### src/rtl/gpt_pkg.sv
package gpt_pkg;
  parameter int DATA_W = 32;

  localparam int CTRL_EN_BIT  = 0;
  localparam int CTRL_CLR_BIT = 1;
  localparam int CTRL_MODE_LO = 4;
  localparam int CLK_DIV_BIT  = 0;
  localparam int CLK_SRC_BIT  = 4;

  typedef enum logic [1:0] {
    MODE_ONCE = 2'd0,
    MODE_LOOP = 2'd1,
    MODE_ALT  = 2'd2,
    MODE_FREE = 2'd3
  } runMode_t;

  typedef struct packed {
    logic wrCtrl;
    logic wrClk;
    logic wrCmp;
  } chStrobe_t;
endpackage

### src/rtl/gpt_channel.sv
module gpt_channel
  import gpt_pkg::*;
#(
  parameter int W = DATA_W
) (
  input  logic         clk,
  input  logic         rstN,
  input  logic         slowTick,
  input  chStrobe_t    strobe,
  input  logic [W-1:0] wrData,
  output logic         hit,
  output logic [3:0][W-1:0] regView
);
  logic         en;
  runMode_t     mode;
  logic         srcSlow;
  logic         halve;
  logic         phase;
  logic [W-1:0] count;
  logic [W-1:0] compare;

  logic srcTick, step, atCompare, matching;

  assign srcTick   = srcSlow ? slowTick : 1'b1;
  assign step      = !halve || phase;
  assign atCompare = (mode == MODE_ONCE || mode == MODE_LOOP) && (count == compare);
  assign matching  = en && srcTick && step && atCompare;
  assign hit       = matching && !strobe.wrCtrl;

  always_ff @(posedge clk or negedge rstN) begin
    if (!rstN) begin
      en      <= 1'b0;
      mode    <= MODE_ONCE;
      srcSlow <= 1'b0;
      halve   <= 1'b0;
      phase   <= 1'b0;
      count   <= '0;
      compare <= '0;
    end else begin
      if (strobe.wrCtrl) begin
        en   <= wrData[CTRL_EN_BIT];
        mode <= runMode_t'(wrData[CTRL_MODE_LO +: 2]);
        if (wrData[CTRL_CLR_BIT]) begin
          count <= '0;
          phase <= 1'b0;
        end
      end else if (en && srcTick) begin
        if (halve) phase <= !phase;
        if (step) begin
          if (atCompare) begin
            if (mode == MODE_ONCE) en <= 1'b0;
            else count <= '0;
          end else begin
            count <= count + 1'b1;
          end
        end
      end
      if (strobe.wrClk) begin
        srcSlow <= wrData[CLK_SRC_BIT];
        halve   <= wrData[CLK_DIV_BIT];
        phase   <= 1'b0;
      end
      if (strobe.wrCmp) compare <= wrData;
    end
  end

  always_comb begin
    regView = '0;
    regView[0][CTRL_EN_BIT]         = en;
    regView[0][CTRL_MODE_LO +: 2]   = mode;
    regView[1][CLK_SRC_BIT]         = srcSlow;
    regView[1][CLK_DIV_BIT]         = halve;
    regView[2]                      = count;
    regView[3]                      = compare;
  end
endmodule

### src/rtl/gpt_datapath.sv
module gpt_datapath
  import gpt_pkg::*;
#(
  parameter int NUM_CH = 6,
  parameter int W      = DATA_W
) (
  input  logic                          clk,
  input  logic                          rstN,
  input  logic                          slowTick,
  input  chStrobe_t [NUM_CH-1:0]        strobes,
  input  logic [W-1:0]                  wrData,
  output logic [NUM_CH-1:0]             hitVec,
  output logic [NUM_CH-1:0][3:0][W-1:0] chRead
);
  for (genvar c = 0; c < NUM_CH; c++) begin : gChan
    gpt_channel #(.W(W)) uChan (
      .clk      (clk),
      .rstN     (rstN),
      .slowTick (slowTick),
      .strobe   (strobes[c]),
      .wrData   (wrData),
      .hit      (hitVec[c]),
      .regView  (chRead[c])
    );
  end
endmodule

### src/rtl/gpt_ctrl.sv
module gpt_ctrl
  import gpt_pkg::*;
#(
  parameter int NUM_CH = 6,
  parameter int ADDR_W = 8,
  parameter int W      = DATA_W
) (
  input  logic                          clk,
  input  logic                          rstN,
  input  logic                          wrEn,
  input  logic [ADDR_W-1:0]             addr,
  input  logic [W-1:0]                  wrData,
  input  logic [NUM_CH-1:0]             hitVec,
  input  logic [NUM_CH-1:0][3:0][W-1:0] chRead,
  output chStrobe_t [NUM_CH-1:0]        strobes,
  output logic [W-1:0]                  rdData,
  output logic                          irq
);
  localparam int IDX_W = ADDR_W - 4;

  logic [IDX_W-1:0]  chIdx;
  logic [1:0]        regSel;
  logic [NUM_CH-1:0] irqEnable;
  logic [NUM_CH-1:0] pending;
  logic [NUM_CH-1:0] ackMask;
  logic              globalPage;

  assign chIdx      = addr[ADDR_W-1:4];
  assign regSel     = addr[3:2];
  assign globalPage = (chIdx == '0);
  assign ackMask    = (wrEn && globalPage && regSel == 2'd2) ? wrData[NUM_CH-1:0] : '0;

  always_comb begin
    for (int c = 0; c < NUM_CH; c++) begin
      strobes[c] = '0;
      if (wrEn && int'(chIdx) == c + 1) begin
        strobes[c].wrCtrl = (regSel == 2'd0);
        strobes[c].wrClk  = (regSel == 2'd1);
        strobes[c].wrCmp  = (regSel == 2'd3);
      end
    end
  end

  always_ff @(posedge clk or negedge rstN) begin
    if (!rstN) begin
      irqEnable <= '0;
      pending   <= '0;
    end else begin
      if (wrEn && globalPage && regSel == 2'd0) irqEnable <= wrData[NUM_CH-1:0];
      pending <= (pending & ~ackMask) | hitVec;
    end
  end

  always_comb begin
    rdData = '0;
    if (globalPage) begin
      if (regSel == 2'd0) rdData[NUM_CH-1:0] = irqEnable;
      else if (regSel == 2'd2) rdData[NUM_CH-1:0] = pending;
    end else begin
      for (int c = 0; c < NUM_CH; c++) begin
        if (int'(chIdx) == c + 1) rdData = chRead[c][regSel];
      end
    end
  end

  assign irq = |(pending & irqEnable);
endmodule

### src/rtl/gpt_timer_bank.sv
module gpt_timer_bank
  import gpt_pkg::*;
#(
  parameter int NUM_CH = 6,
  parameter int ADDR_W = 8
) (
  input  logic              clk,
  input  logic              rstN,
  input  logic              slowTick,
  input  logic              wrEn,
  input  logic [ADDR_W-1:0] addr,
  input  logic [DATA_W-1:0] wrData,
  output logic [DATA_W-1:0] rdData,
  output logic              irq
);
  localparam int MAX_CH = (1 << (ADDR_W - 4)) - 1;

  initial begin
    if (NUM_CH < 1 || NUM_CH > MAX_CH) $error("NUM_CH out of range for ADDR_W");
  end

  chStrobe_t [NUM_CH-1:0]             strobes;
  logic [NUM_CH-1:0]                  hitVec;
  logic [NUM_CH-1:0][3:0][DATA_W-1:0] chRead;

  gpt_ctrl #(.NUM_CH(NUM_CH), .ADDR_W(ADDR_W), .W(DATA_W)) uCtrl (
    .clk     (clk),
    .rstN    (rstN),
    .wrEn    (wrEn),
    .addr    (addr),
    .wrData  (wrData),
    .hitVec  (hitVec),
    .chRead  (chRead),
    .strobes (strobes),
    .rdData  (rdData),
    .irq     (irq)
  );

  gpt_datapath #(.NUM_CH(NUM_CH), .W(DATA_W)) uPath (
    .clk      (clk),
    .rstN     (rstN),
    .slowTick (slowTick),
    .strobes  (strobes),
    .wrData   (wrData),
    .hitVec   (hitVec),
    .chRead   (chRead)
  );
endmodule

### config.mk
export PLATFORM = sky130hd
export DESIGN_NAME = gpt_timer_bank
export DESIGN_NICKNAME = d
export VERILOG_FILES = /design/src/rtl/gpt_pkg.sv /design/src/rtl/gpt_channel.sv /design/src/rtl/gpt_datapath.sv /design/src/rtl/gpt_ctrl.sv /design/src/rtl/gpt_timer_bank.sv
export SDC_FILE = /design/constraint.sdc
export NUM_CORES = 1
export LEC_CHECK = 0
export BUFFER_PORTS_ARGS = -buffer_cell sky130_fd_sc_hd__buf_2
export CAP_MARGIN = 10
export CORE_ASPECT_RATIO = 0.75
export CORE_MARGIN = 2
export CORE_UTILIZATION = 54
export DETAILED_ROUTE_END_ITERATION = 7
export MAX_ROUTING_LAYER = met4
export PLACE_DENSITY = 0.76
export SLEW_MARGIN = 20
export SYNTH_ARGS = -nofsm -noshare
export SYNTH_HDL_FRONTEND = slang
export SYNTH_SLANG_ARGS = --single-unit
### constraint.sdc
create_clock -name clk -period 4.6 [get_ports clk]
set_clock_uncertainty 0.15 [all_clocks]
set_input_delay 0.46 -clock clk [delete_from_list [all_inputs] [get_ports clk]]
set_output_delay 0.46 -clock clk [all_outputs]
set_load 0.01 [all_outputs]
==> impl_metrics.tcl, run 1 <==
set metrics [dict create \
    run_status "finished, final reports clean" \
    cp_slowest_stage_delay_ns 0.53 \
    gp_congestion 1.08 \
    drive_gt1_frac 0.183 \
    maxClockFrequency_ghz 0.258 \
    finalSetupViolCount 0 \
    grt_start_max_net_pins 114 \
    synth_enable_flop_cells 0 \
    max_cap_viol_count 0 \
    synthDominantAreaCellType "dfrtp_1" \
    worst_reg2reg_endpoint "uPath.gChan[2].uChan.count[30]" \
    layoutNonFillerInstCount 3301 \
    finalWirelength_mm 92.7 \
    floorplan.io_pins 77 \
    capture_point_of_the_critical_path "rdData[1]" \
    detail_route.iter0.violations 2932 \
    chipHeight_um 194 \
    timing_max_transition_violations_final 0 \
    floorplan.rows 69 \
    synth.yosys.seq_area_share 0.417 \
    insertion_delay_ns 0.61 \
    critical_path.cell_chain "buf_8 > buf_12 > mux2_2 > a21oi_1 > o22ai_1 > a21oi_1 > o221ai_1 > buf_2" \
    detailed_place_hpwl_mm 66.4 \
    grt.met2_usage 0.498 \
    critPathLaunchType "input port" \
    cts.clk_slew.worst_paths_ns 0.06 \
    final-hold-violation-count 0 \
    yosys_most_used_dff "dfrtp_1" \
    grt_pass1_wl_mm 136 \
    fillers 3971 \
    vias 22500 \
    worst-endpoint-arrival_ns 3.27 \
    count_of_different_cell_masters_after_synthesis 82 \
    cpLargestDelayFamily "buffers and inverters" \
    track_usage 0.379 \
    dr.pass1.iters 5 \
    final_period_minus_worst_setup_slack_ns 3.88 \
    worst_pin_slew_ns 1.06 \
    post-route-drc-count 0 \
    numPortBuffers 74 \
    timing.critical_path.required_ns 3.99 \
    ir_drop_mv 0.287 \
    grt_antenna_before_repair 8 \
    detail_route.vias_per_cell 6.80 \
    endpoint_kind "output port" \
    synth_fp_nets 2675 \
    crit_cells 8 \
    cell_area_after_technology_mapping_mm2 0.0260 \
    initial_core_utilization 0.548 \
    clock_tree.htree_level_count 2 \
    timing.setup.critical_path_class "input port to output port" \
    final_total_power_mw 10.5 \
    avgSynthCellArea_um2 9.89 \
    critical_path.reg2reg.startpoint "uPath.gChan[2].uChan.count[7]" \
    yosys_register_bits 432 \
    worstPathBufferInverterCount 3 \
    launch_point_of_the_worst_hold_path "wrData[23]" \
    tns_setup_ns 0 \
    grt_pass1_vias 20900 \
    hold_class "input port to register" \
    cts-root-buf "clkbuf_16" \
    r2r_slack_ns 1.01 \
    cts-root-to-sink-buffers 3 \
    fp.dieW_um 257 \
    layout_worst_path_cycle_share 0.844 \
    post_layout_net_count 2669 \
    use_met3 0.0932 \
    dpl_cell_area_mm2 0.0268 \
    p_leak_nw 12.8 \
    numPlacedInstances 3209 \
    rsz_0062_raised_after_global_routing "false" \
    area_growth_from_synthesis_to_layout_pct 9.22 \
    stdcell_area_mm2 0.0283 \
    cts_inserted_buffers 46 \
    global_route.overflow_total 0 \
    grt_use_met1 0.551 \
    grt-busiest-layer "met1" \
    synth.most_common_cell "dfrtp_1" \
    wl_per_cell_um 28.1 \
    synth_top_area_share 0.417 \
    r2r_cells 8 \
    post_synth_inst_count 2625 \
    synth_area_leaders "dfrtp_1, mux2_2, mux2i_1" \
    ys_async_sr_fraction 1.00 \
    path_max_fanout 101 \
    worst_path_most_repeated_cell "a21oi_1" \
    number_of_warnings_printed_during_yosys_synthesis 0 \
    coreArea_mm2 0.0474 \
    cts_tree "yes" \
    max-slew-margin-rel 0.293 \
    synth_top_cells_by_count "dfrtp_1, mux2_2, nand2_1" \
    setup.worst_path.start "addr[2]" \
    die-area_mm2 0.0498 \
    power.density_mw_per_mm2 369 \
    clock_sinks 432 \
    antenna_left 0 \
    slowest_stage "buf_12" \
]
[flip-flops by register name, summed over array words and instances, names as in the netlist]
register / cells
uPath.gChan.uChan.compare: 192
uCtrl.irqEnable: 6
uPath.gChan.uChan.srcSlow: 6
uPath.gChan.uChan.halve: 6
uPath.gChan.uChan.mode: 12
uPath.gChan.uChan.phase: 6
uCtrl.pending: 6
uPath.gChan.uChan.count: 192
uPath.gChan.uChan.en: 6
[worst reg2reg max path, stage by stage (launching register included)]
cell and delay [ns]:
dfrtp_1 0.47, xor2_1 0.20, nor4_1 0.51, nand4_1 0.24, nor3_2 0.71, a21o_1 0.51, buf_4 0.39, or4_1 0.20
a21oi_1 0.08
[worst min-delay path by stage]
| stage | endpoint | slack [ns] | depth (start not counted) |
|---|---|---|---|
| floorplan | uCtrl.irqEnable[0] | 0.01 | 0 |
| detailed placement | uPath.gChan[0].uChan.phase | 0.34 | 1 |
| CTS | uPath.gChan[0].uChan.compare[3] | 0.15 | 3 |
| global placement | uPath.gChan[0].uChan.phase | 0.33 | 1 |
| finish | uPath.gChan[0].uChan.compare[23] | 0.18 | 3 |
| global route | uPath.gChan[0].uChan.compare[23] | 0.16 | 3 |
[cells by family (layout without fill, tap and decap cells)]
logic type,count (synthesis),after routing,share of synthesized area
compound gates,520,520,0.134
xor+xnor,199,199,0.0672
fa+ha+maj,6,6,0.00289
buf+inv,215,243,0.0342
flops,432,432,0.417
mux,406,406,0.174
other cells,0,9,0
simple gates,847,847,0.171
[per-layer routing]
| layer | wire, um | vias to the layer above |
|---|---|---|
| met1 | 38800 | 11200 |
| met5 | 0 | - |
| li1 | - | 9663 |
| met4 | 4160 | 0 |
| met3 | 11800 | 191 |
| met2 | 38000 | 1372 |
[layout make-up]
type,count,area (um^2),area share
multi-input cells,1978,14300,0.504
inverters,43,161,0.00569
clock inverters,8,90.1,0.00318
well taps,639,800,0.0282
flip-flops and latches,432,10800,0.381
clock buffers,74,1420,0.0501
repair buffers,118,761,0.0268
diodes,9,22.5,0.000795
[per-stage QoR]
| stage | hold WS, ns | setup WS [ns] | util |
|---|---|---|---|
| finish | 0.175 | 0.717 | 0.598 |
| global route | 0.163 | 0.692 | 0.598 |
| CTS | 0.147 | 0.842 | 0.598 |
| detailed placement | 0.337 | 0.689 | 0.565 |
| global placement | 0.329 | 0.853 | 0.565 |
| floorplan | 0.0144 | 1.64 | - |
[report_power, final]
part / switching (mW) / total (mW) / internal (mW)
Combinational: 1.08 / 1.87 / 0.796
Sequential: 0.544 / 4.76 / 4.22
Clock: 1.62 / 3.83 / 2.21
[layout by cell type (no fill, tap or decap), drive strengths merged, types with 63 or more instances in the layout]
master / n
dfrtp: 432
mux2: 245
nand2: 183
nor2: 158
mux2i: 149
o21ai: 140
xor2: 132
nand3: 124
buf: 117
a21oi: 82
clkbuf: 74
xnor2: 67
nor3: 63
[repair_timing]
item                      4_1_cts  5_1_grt
hold endpoints to repair      105        0
hold buffers                    1        0
buffers inserted                0        0
gates resized for setup         0        0
No activity file was read; power rests on OpenSTA's default activity.
==> run 2, diff against run 1 <==
- clock period: 4.6 -> 3.9 ns (I/O delays scaled with it)
==> run 2 against run 1 <==
Sequential power increased by 17%. Register-to-register slack got worse by 0.43 ns. Count of clock-buffer cells in the layout decreased by 4. Worst setup slack got worse by 0.29 ns. Routed wire length grew 3.4%. Sequential cell count is the same. Utilization increased by 1.3 points. Die area stayed put. Critical path type unchanged.
==> impl_metrics.tcl, run 2 (synthesized netlist as in run 1, its figures left out) <==
set metrics [dict create \
    layout_commonest_cell "dfrtp_1" \
    grt_pass1_vias 20800 \
    critPathLaunchType "input port" \
    max-slew-margin-rel 0.272 \
    r2r_cells 8 \
    track_usage 0.391 \
    cts.clk_slew.worst_paths_ns 0.06 \
    cts_tree "yes" \
    use_met3 0.119 \
    initial_core_utilization 0.548 \
    tns_setup_ns 0 \
    fp.dieW_um 257 \
    cp_slowest_stage_delay_ns 0.56 \
    timing.critical_path.required_ns 3.36 \
    detailed_place_hpwl_mm 69.5 \
    seq_power_share 0.435 \
    ir_drop_mv 0.290 \
    detail_route.vias_per_cell 6.79 \
    final_period_minus_worst_setup_slack_ns 3.47 \
    stdcell_area_mm2 0.0289 \
    numPortBuffers 74 \
    combinationalPowerShare 0.183 \
    run_status "finished, final reports clean" \
    slowest_stage "mux2i_1" \
    worst-endpoint-arrival_ns 2.93 \
    post_cts_resized 0 \
    finalSetupViolCount 0 \
    r2r_slack_ns 0.58 \
    switching_share 0.306 \
    finalWirelength_mm 95.8 \
    grt_start_max_net_pins 110 \
    post_layout_net_count 2715 \
    detail_route.iter0.violations 3132 \
    global_route.overflow_total 0 \
    timing_max_transition_violations_final 0 \
    dr.pass1.iters 6 \
    cts-root-buf "clkbuf_16" \
    chipHeight_um 194 \
    power.density_mw_per_mm2 444 \
    grt_use_met1 0.565 \
    final-hold-violation-count 0 \
    p_leak_nw 13.1 \
    rsz_0062_raised_after_global_routing "false" \
    floorplan.rows 69 \
    grt.met2_usage 0.503 \
    area_growth_from_synthesis_to_layout_pct 11.5 \
    wl_per_cell_um 28.6 \
    worst_pin_slew_ns 1.09 \
    netSwitchingPower_mw 3.94 \
    clockPowerShare 0.382 \
    antenna_left 0 \
    clock_tree.htree_level_count 2 \
    endpoint_kind "output port" \
    cpLargestDelayFamily "buffers and inverters" \
    vias 22700 \
    grt-busiest-layer "met1" \
    worst_hold_path.num_cells 3 \
    path_max_fanout 33 \
    grt_antenna_before_repair 12 \
    layout_worst_path_cycle_share 0.889 \
    insertion_delay_ns 0.59 \
    grt_pass1_wl_mm 140 \
    max_cap_viol_count 0 \
    maxClockFrequency_ghz 0.288 \
    layout_top_registers "uPath.gChan.uChan.compare (192), uPath.gChan.uChan.count (192), uPath.gChan.uChan.mode (12)" \
    hold_class "input port to register" \
    layout_common_cells "dfrtp_1, mux2_2, nand2_1, mux2i_1, nor2_1" \
    die-area_mm2 0.0498 \
    cts-root-to-sink-buffers 3 \
    clock_sinks 432 \
    post-route-drc-count 0 \
    timing.setup.critical_path_class "input port to output port" \
    gp_congestion 1.08 \
    cts_inserted_buffers 47 \
    drive_gt1_frac 0.201 \
    dpl_cell_area_mm2 0.0272 \
    coreArea_mm2 0.0474 \
    worstPathBufferInverterCount 4 \
    floorplan.io_pins 77 \
    p_int_mw 8.92 \
    critical_path.cell_chain "buf_8 > buf_12 > buf_4 > mux2i_1 > o22ai_1 > nor3_1 > nand2_1 > buf_2" \
    crit_cells 8 \
]
-- run 2: area by class of cell --
type                    count  area [um^2]
repair buffers            163         1190
clock buffers              70         1450
inverters                  43          161
fillers                  3908        18500
diodes                     10         25.0
multi-input cells        1978        14300
clock inverters            16          234
well taps                 639          800
flip-flops and latches    432        10800
-- run 2: final timing paths --
kind                                                start                                to
max                                               addr[2]                        rdData[30]
min                                            wrData[23]  uPath.gChan[0].uChan.compare[23]
max reg2reg                uPath.gChan[5].uChan.count[28]    uPath.gChan[5].uChan.count[13]
min reg2reg                    uPath.gChan[4].uChan.phase        uPath.gChan[4].uChan.phase
max in group asynchronous                            rstN    uPath.gChan[0].uChan.count[27]
min in group asynchronous                            rstN    uPath.gChan[1].uChan.count[15]
-- run 2: power by group through the flow --
stage	sequential (mW)	clock, mW	combinational (mW)
6_report	5.59	4.92	2.35
3_5_place_dp	5.64	0	2.26
5_1_grt	5.65	5.13	2.50
3_3_place_gp	5.61	0	2.21
4_1_cts	5.57	4.92	2.28
2_1_floorplan	5.43	0	1.52
-- run 2: routing by layer --
layer  part of all wire  vias to the layer above
met1               0.42                    11300
met2               0.40                     1429
met3               0.14                      221
met4              0.048                        0
met5                  0                        -
li1                   -                     9757
-- run 2: timing repair --
item                      4_1_cts  5_1_grt
setup buffers                   0        0
hold buffers                    1        0
hold endpoints to repair      103        0
-- run 2: tightest hold or removal path, stage by stage --
cell	delay, ns
buf_2	0.23
nand2_1	0.09
o21ai_0	0.08
-- run 2: per-stage QoR --
step	worst slack, ns	hold WS, ns	std cells	power [mW]	utilization
after detailed placement	0.501	0.324	3254	7.90	0.574
after global placement	0.629	0.323	3254	7.82	0.574
final	0.432	0.109	3351	12.9	0.611
after floorplan	1.08	-0.0556	2625	6.95	-
after global routing	0.306	0.0864	3349	13.3	0.610
after CTS	0.609	0.0641	3341	12.8	0.610
